## config.mk

```make
export PLATFORM = sky130hd
export DESIGN_NAME = acc_cpu_core
export DESIGN_NICKNAME = d
export VERILOG_FILES = /design/src/rtl/acc_cpu_pkg.sv /design/src/rtl/acc_cpu_alu.sv /design/src/rtl/acc_cpu_seq.sv /design/src/rtl/acc_cpu_dp.sv /design/src/rtl/acc_cpu_core.sv
export SDC_FILE = /design/constraint.sdc
export NUM_CORES = 1
export LEC_CHECK = 0
export BUFFER_PORTS_ARGS = -buffer_cell sky130_fd_sc_hd__buf_2
export CORE_MARGIN = 4
export CORE_UTILIZATION = 45
export DETAILED_ROUTE_END_ITERATION = 7
export PLACE_DENSITY = 0.65
export SLEW_MARGIN = 25
export SYNTH_ARGS = -nofsm -noshare
export SYNTH_HDL_FRONTEND = slang
export SYNTH_SLANG_ARGS = --single-unit
export TNS_END_PERCENT = 10
```

## constraint.sdc

```tcl
create_clock -name clk_i -period 5 [get_ports clk_i]
set_clock_uncertainty 0.1 [all_clocks]
set_input_delay 0.25 -clock clk_i [delete_from_list [all_inputs] [get_ports clk_i]]
set_output_delay 0.25 -clock clk_i [all_outputs]
set_load 0.02 [all_outputs]
```

## src/rtl/acc_cpu_pkg.sv

```systemverilog
package acc_cpu_pkg;
  localparam int OP_W   = 4;
  localparam int STEP_W = 2;

  typedef enum logic [OP_W-1:0] {
    OP_NOP = 4'h0, OP_LDA = 4'h1, OP_ADD = 4'h2, OP_SUB = 4'h3,
    OP_STA = 4'h4, OP_LDI = 4'h5, OP_JMP = 4'h6, OP_JC  = 4'h7,
    OP_JZ  = 4'h8, OP_OUT = 4'hE, OP_HLT = 4'hF
  } opcode_e;

  typedef enum logic [1:0] {JMP_NONE, JMP_ALWAYS, JMP_C, JMP_Z} jmp_e;
  typedef enum logic [2:0] {ACC_HOLD, ACC_RAM, ACC_IMM, ACC_ADD, ACC_SUB} acc_e;

  typedef struct packed {
    logic ir_ld;
    logic pc_inc;
    jmp_e jmp;
    acc_e acc;
    logic flag_ld;
    logic ram_we;
    logic out_ld;
    logic halt;
    logic last;
  } ctrl_t;

  // Microcode: step 0 fetch, step 1 decode + PC advance, step 2 execute.
  function automatic ctrl_t ucode_word(logic [OP_W-1:0] op, logic [STEP_W-1:0] step);
    ctrl_t w;
    w = '0;
    unique case (step)
      2'd0: w.ir_ld = 1'b1;
      2'd1: begin
        if (op == OP_HLT) begin
          w.halt = 1'b1;
          w.last = 1'b1;
        end else begin
          w.pc_inc = 1'b1;
          w.last   = !(op inside {OP_LDA, OP_ADD, OP_SUB, OP_STA, OP_LDI,
                                  OP_JMP, OP_JC, OP_JZ, OP_OUT});
        end
      end
      2'd2: begin
        w.last = 1'b1;
        case (op)
          OP_LDA: w.acc = ACC_RAM;
          OP_ADD: begin w.acc = ACC_ADD; w.flag_ld = 1'b1; end
          OP_SUB: begin w.acc = ACC_SUB; w.flag_ld = 1'b1; end
          OP_STA: w.ram_we = 1'b1;
          OP_LDI: w.acc = ACC_IMM;
          OP_JMP: w.jmp = JMP_ALWAYS;
          OP_JC:  w.jmp = JMP_C;
          OP_JZ:  w.jmp = JMP_Z;
          OP_OUT: w.out_ld = 1'b1;
          default: ;
        endcase
      end
      default: w.last = 1'b1;
    endcase
    return w;
  endfunction
endpackage

```

## src/rtl/acc_cpu_alu.sv

```systemverilog
module acc_cpu_alu #(
  parameter int W = 8
) (
  input  logic [W-1:0] a_i,
  input  logic [W-1:0] b_i,
  input  logic         sub_i,
  output logic [W-1:0] res_o,
  output logic         carry_o,
  output logic         zero_o
);
  logic [W:0]   sum;
  logic [W-1:0] b_eff;

  assign b_eff = sub_i ? ~b_i : b_i;
  assign sum   = {1'b0, a_i} + {1'b0, b_eff} + (W+1)'(sub_i);
  assign res_o   = sum[W-1:0];
  assign carry_o = sum[W];
  assign zero_o  = (sum[W-1:0] == '0);
endmodule

```

## src/rtl/acc_cpu_seq.sv

```systemverilog
module acc_cpu_seq
  import acc_cpu_pkg::*;
(
  input  logic            clk_i,
  input  logic            rst_ni,
  input  logic [OP_W-1:0] op_i,
  output ctrl_t           ctrl_o,
  output logic            halted_o
);
  localparam int ROM_N = 2 ** (OP_W + STEP_W);

  ctrl_t             rom [ROM_N];
  ctrl_t             word;
  logic [STEP_W-1:0] step_q;
  logic              halted_q;

  for (genvar gi = 0; gi < ROM_N; gi++) begin : g_rom
    assign rom[gi] = ucode_word(OP_W'(gi >> STEP_W), STEP_W'(gi));
  end

  assign word     = rom[{op_i, step_q}];
  assign ctrl_o   = halted_q ? '0 : word;
  assign halted_o = halted_q;

  always_ff @(posedge clk_i or negedge rst_ni) begin
    if (!rst_ni) begin
      step_q   <= '0;
      halted_q <= 1'b0;
    end else if (!halted_q) begin
      halted_q <= word.halt;
      step_q   <= word.last ? '0 : step_q + 1'b1;
    end
  end


  step_range_chk: assert property (@(posedge clk_i) disable iff (!rst_ni)
    step_q != 2'd3);


  halt_sticky_chk: assert property (@(posedge clk_i) disable iff (!rst_ni)
    halted_q |=> halted_q && step_q == '0);
endmodule

```

## src/rtl/acc_cpu_dp.sv

```systemverilog
module acc_cpu_dp
  import acc_cpu_pkg::*;
#(
  parameter int DATA_W = 8,
  parameter int ADDR_W = 8
) (
  input  logic                   clk_i,
  input  logic                   rst_ni,
  input  ctrl_t                  ctrl_i,
  input  logic [OP_W+ADDR_W-1:0] instr_i,
  input  logic [DATA_W-1:0]      ram_rdata_i,
  output logic [OP_W-1:0]        op_o,
  output logic [ADDR_W-1:0]      pc_o,
  output logic [ADDR_W-1:0]      ram_addr_o,
  output logic [DATA_W-1:0]      ram_wdata_o,
  output logic                   ram_we_o,
  output logic [DATA_W-1:0]      out_data_o,
  output logic                   out_valid_o
);
  localparam int IW = OP_W + ADDR_W;

  logic [IW-1:0]     ir_q;
  logic [ADDR_W-1:0] pc_q, operand;
  logic [DATA_W-1:0] acc_q, out_q, alu_res;
  logic              c_q, z_q, alu_c, alu_z, take, out_vld_q;

  assign operand = ir_q[ADDR_W-1:0];
  assign op_o    = ir_q[IW-1:ADDR_W];

  acc_cpu_alu #(.W(DATA_W)) alu_i (
    .a_i    (acc_q),
    .b_i    (ram_rdata_i),
    .sub_i  (ctrl_i.acc == ACC_SUB),
    .res_o  (alu_res),
    .carry_o(alu_c),
    .zero_o (alu_z)
  );

  always_comb begin
    unique case (ctrl_i.jmp)
      JMP_ALWAYS: take = 1'b1;
      JMP_C:      take = c_q;
      JMP_Z:      take = z_q;
      default:    take = 1'b0;
    endcase
  end

  always_ff @(posedge clk_i or negedge rst_ni) begin
    if (!rst_ni) begin
      ir_q      <= '0;
      pc_q      <= '0;
      acc_q     <= '0;
      c_q       <= 1'b0;
      z_q       <= 1'b0;
      out_q     <= '0;
      out_vld_q <= 1'b0;
    end else begin
      if (ctrl_i.ir_ld) ir_q <= instr_i;
      if (take)               pc_q <= operand;
      else if (ctrl_i.pc_inc) pc_q <= pc_q + 1'b1;
      case (ctrl_i.acc)
        ACC_RAM:          acc_q <= ram_rdata_i;
        ACC_IMM:          acc_q <= DATA_W'(operand);
        ACC_ADD, ACC_SUB: acc_q <= alu_res;
        default: ;
      endcase
      if (ctrl_i.flag_ld) begin
        c_q <= alu_c;
        z_q <= alu_z;
      end
      out_vld_q <= ctrl_i.out_ld;
      if (ctrl_i.out_ld) out_q <= acc_q;
    end
  end

  assign pc_o        = pc_q;
  assign ram_addr_o  = operand;
  assign ram_wdata_o = acc_q;
  assign ram_we_o    = ctrl_i.ram_we;
  assign out_data_o  = out_q;
  assign out_valid_o = out_vld_q;


  flags_hold_chk: assert property (@(posedge clk_i) disable iff (!rst_ni)
    !ctrl_i.flag_ld |=> $stable({c_q, z_q}));


  out_strobe_chk: assert property (@(posedge clk_i) disable iff (!rst_ni)
    out_vld_q |=> !out_vld_q);


  reserved_quiet_chk: assert property (@(posedge clk_i) disable iff (!rst_ni)
    (op_o inside {4'h0, [4'h9:4'hD]}) |-> (ctrl_i.acc == ACC_HOLD && !ctrl_i.ram_we
                                           && ctrl_i.jmp == JMP_NONE));
endmodule

```

## src/rtl/acc_cpu_core.sv

```systemverilog
module acc_cpu_core
  import acc_cpu_pkg::*;
#(
  parameter int DATA_W = 8,
  parameter int ADDR_W = 8
) (
  input  logic                   clk_i,
  input  logic                   rst_ni,
  output logic [ADDR_W-1:0]      pmem_addr_o,
  input  logic [OP_W+ADDR_W-1:0] pmem_data_i,
  output logic [ADDR_W-1:0]      ram_addr_o,
  input  logic [DATA_W-1:0]      ram_rdata_i,
  output logic [DATA_W-1:0]      ram_wdata_o,
  output logic                   ram_we_o,
  output logic [DATA_W-1:0]      out_data_o,
  output logic                   out_valid_o,
  output logic                   halted_o
);
  ctrl_t           ctrl;
  logic [OP_W-1:0] op;

  acc_cpu_seq seq_i (
    .clk_i   (clk_i),
    .rst_ni  (rst_ni),
    .op_i    (op),
    .ctrl_o  (ctrl),
    .halted_o(halted_o)
  );

  acc_cpu_dp #(.DATA_W(DATA_W), .ADDR_W(ADDR_W)) dp_i (
    .clk_i      (clk_i),
    .rst_ni     (rst_ni),
    .ctrl_i     (ctrl),
    .instr_i    (pmem_data_i),
    .ram_rdata_i(ram_rdata_i),
    .op_o       (op),
    .pc_o       (pmem_addr_o),
    .ram_addr_o (ram_addr_o),
    .ram_wdata_o(ram_wdata_o),
    .ram_we_o   (ram_we_o),
    .out_data_o (out_data_o),
    .out_valid_o(out_valid_o)
  );


  we_live_chk: assert property (@(posedge clk_i) disable iff (!rst_ni)
    ram_we_o |-> !halted_o && !out_valid_o);


  pc_frozen_chk: assert property (@(posedge clk_i) disable iff (!rst_ni)
    halted_o |=> $stable(pmem_addr_o) && !ram_we_o && !out_valid_o);
endmodule

```

==> metrics <==
CTS tree=done; min Tclk post-route=3990 ps; Layout area overhead=14.5%; Worst Path Max Fanout=10; Worst setup EP type=flip-flop; Yosys cell types=52; Post-Synth Simple-Gate Area=roughly a fifth; wirelength, routed=6230 microns; placed instance area=between 2000 and 3000 sq um; worst-margin pin slew=867 ps; maximum vdd drop=~300 uV; htree depth=2; clock root buffer=clkbuf_8; Skew-Pair Late Insertion Delay=290 ps; first-pass GRT wire length=10500 microns; largest net degree at the start of global routing=43; Post-synth EDFFs=0; final antenna-violating net count=0; Req. time, crit path=between 5000 and 6000 ps; Yosys Warn Count=0; Setup Crit Path Kind=flip-flop to flip-flop; cell type with the largest total area after synthesis=dfrtp_1; Placer Congestion=about 0.9; Synth Cell Area=between 2000 and 3000 sq um; clock buffer depth=2; antenna violations before repair=0; post-detail-place hpwl=4680 microns; diode count=0; CP Launch Type=flip-flop; first drt pass iteration count=4; Final Cycle Share=79.9%; DIE AREA=~7100 sq um; Via-to-Cell Ratio=5.42; Max Transition Viols Final=0; number of global-route vias before repair=between 2000 and 2500; Async SR Flop Fraction=100%; Synth Area per Inst=9.52 sq um; final hold violation count=0; layout cell share with drive strength beyond 1=27.6%; number of DRC markers in iteration 0=149; Adder-Cell Fraction of Synth Area=6.47%; Post-synth top cells=nand2_1, dfrtp_1, o21ai_0, nor2_1, xnor2_1; top-area cell type share of the netlist area=40.0%; Relative slew margins=42.0%; IO Port Bufs=56; RSZ-0062 raised after global routing=false; Synth Register Bits=between 40 and 50; Final nets=356; setup_tns=0 ps; Arr. time, crit path=4100 ps; ys flop type=dfrtp_1; Post-Syn Instances=between 200 and 300; Syn Nets=311; Routed WL per cell=roughly 16 microns; Die Y=~84 microns; result of the run=finished, final reports clean; mux cell area share after synthesis=5.95%; gr ovfl total=0; via count=2137; total CTS buffers=5; count leader, synth=nand2_1; I/O pin cnt=57; final instance area=3010 sq um; Synth Area in Compound Gates=around 17%; P_leak=around 1.4 nW; max_cap viols=0; largest family of logic cells by synthesized area=simple AND/OR/NAND/NOR gates; Hold Path Class=input pin to flip-flop; # rows=27; Die W=84.4 microns; Total Routing Usage GR=18.1%; clk sink count=42; Synth area leaders=dfrtp_1, nand2_1, ha_1; core box area=approximately 5600 sq um; sequential area share after synthesis=40.0%; DRC Markers=0; fmax=250 MHz; pwr/cell area=between 600 and 700 nW/um^2; clk slew on worst S/H paths=90 ps; Synth Area in XOR/XNOR=5.66%; starting density of the core=47.2%; Final setup viols=0
[layout make-up]
type,instances,area (sq um)
clock buffers,5,68.8
clock inverters,3,43.8
fillers,549,2560
inverters,6,22.5
multi-input cells,209,1440
flip-flops and latches,42,1050
well taps,72,90.1
repair buffers,57,293
[placed cells by master (no fill, tap or decap), types with 6 or more instances in the layout]
cell      netlist  final
inv_1           6      6
buf_2           3     55
ha_1           12     12
dfrtp_1        42     42
a21oi_1        11     11
a211oi_1        6      6
nand2_1        43     43
nand2b_1        7      7
mux2_2         13     13
nor2_1         20     20
xnor2_1        14     14
o21ai_0        24     24
[report_power, final]
part,switching (mW),internal (mW),total [mW],leakage [nW]
sequential,0.219,0.498,0.717,0.513
combinational,0.591,0.435,1.03,0.819
clock,0.126,0.150,0.276,0.0585
[path summary, 6_finish.rpt]
path / start / depth (start not counted) / slack (ps) / endpoint
setup reg to reg: seq_i.step_q[0] / 13 / 1010 / dp_i.z_q
hold / removal: pmem_data_i[10] / 3 / 50 / dp_i.ir_q[10]
max in group asynchronous: rst_ni / 2 / 4060 / dp_i.z_q
setup / recovery: seq_i.step_q[0] / 13 / 1010 / dp_i.z_q
hold reg to reg: dp_i.out_data_o[7] / 2 / 370 / dp_i.out_data_o[7]
min in group asynchronous: rst_ni / 2 / 370 / dp_i.pc_o[7]
[metal layers]
metal | vias to the layer above | part of all wire (%) | track usage [%]
met5 | - | 0 | 0
met4 | 0 | 0.56 | 3.45
met2 | 55 | 46 | 27.7
met3 | 4 | 4.8 | 3.34
li1 | 1066 | - | -
met1 | 1012 | 49 | 26.9
[cells by family after synthesis]
| kind of cell | after synthesis |
|---|---|
| and+or+nand+nor | 101 |
| AOI/OAI and AO/OA | 64 |
| DFF | 42 |
| adders and majority gates | 13 |
| xor gates and xnor gates | 17 |
| muxes | 14 |
| buffers and inverters | 25 |
[stage by stage]
step                instances  utilization (%)  hold slack [ps]  total power [mW]  worst slack, ps
floorplan                 276                -             -146              1.49             1480
global placement          385             51.7              348              1.73             1190
detailed placement        385             51.8              356              1.75             1050
CTS                       393             53.8             30.6              2.03             1020
global route              394             54.0             74.0              2.19              740
finish                    394             54.0             52.3              2.02             1010
[worst max-delay path, stage by stage (launching register included)]
cell	delay (ps)
dfrtp_1	410
inv_1	110
ha_1	180
nor4b_4	280
and2_1	380
nand2_1	350
xnor2_1	270
fa_1	470
a211oi_1	230
nor2_1	110
o21ai_0	170
a21oi_1	110
or4_1	550
o31ai_2	180
[flip-flops by register name (all words and copies together), names as in the netlist]
| register | cells |
|---|---|
| dp_i.ir_q | 12 |
| dp_i.out_data_o | 8 |
| dp_i.pc_o | 8 |
| dp_i.ram_wdata_o | 8 |
| seq_i.step_q | 2 |
| dp_i.c_q | 1 |
| dp_i.out_valid_o | 1 |
| dp_i.z_q | 1 |
| seq_i.halted_o | 1 |
[what timing repair did]
item / in CTS / in global routing
resized for setup: 0 / 0
hold endpoints to repair: 0 / 42
buffers inserted: 0 / 0
hold buffers: 0 / 1
No activity file was read; power rests on OpenSTA's default activity.
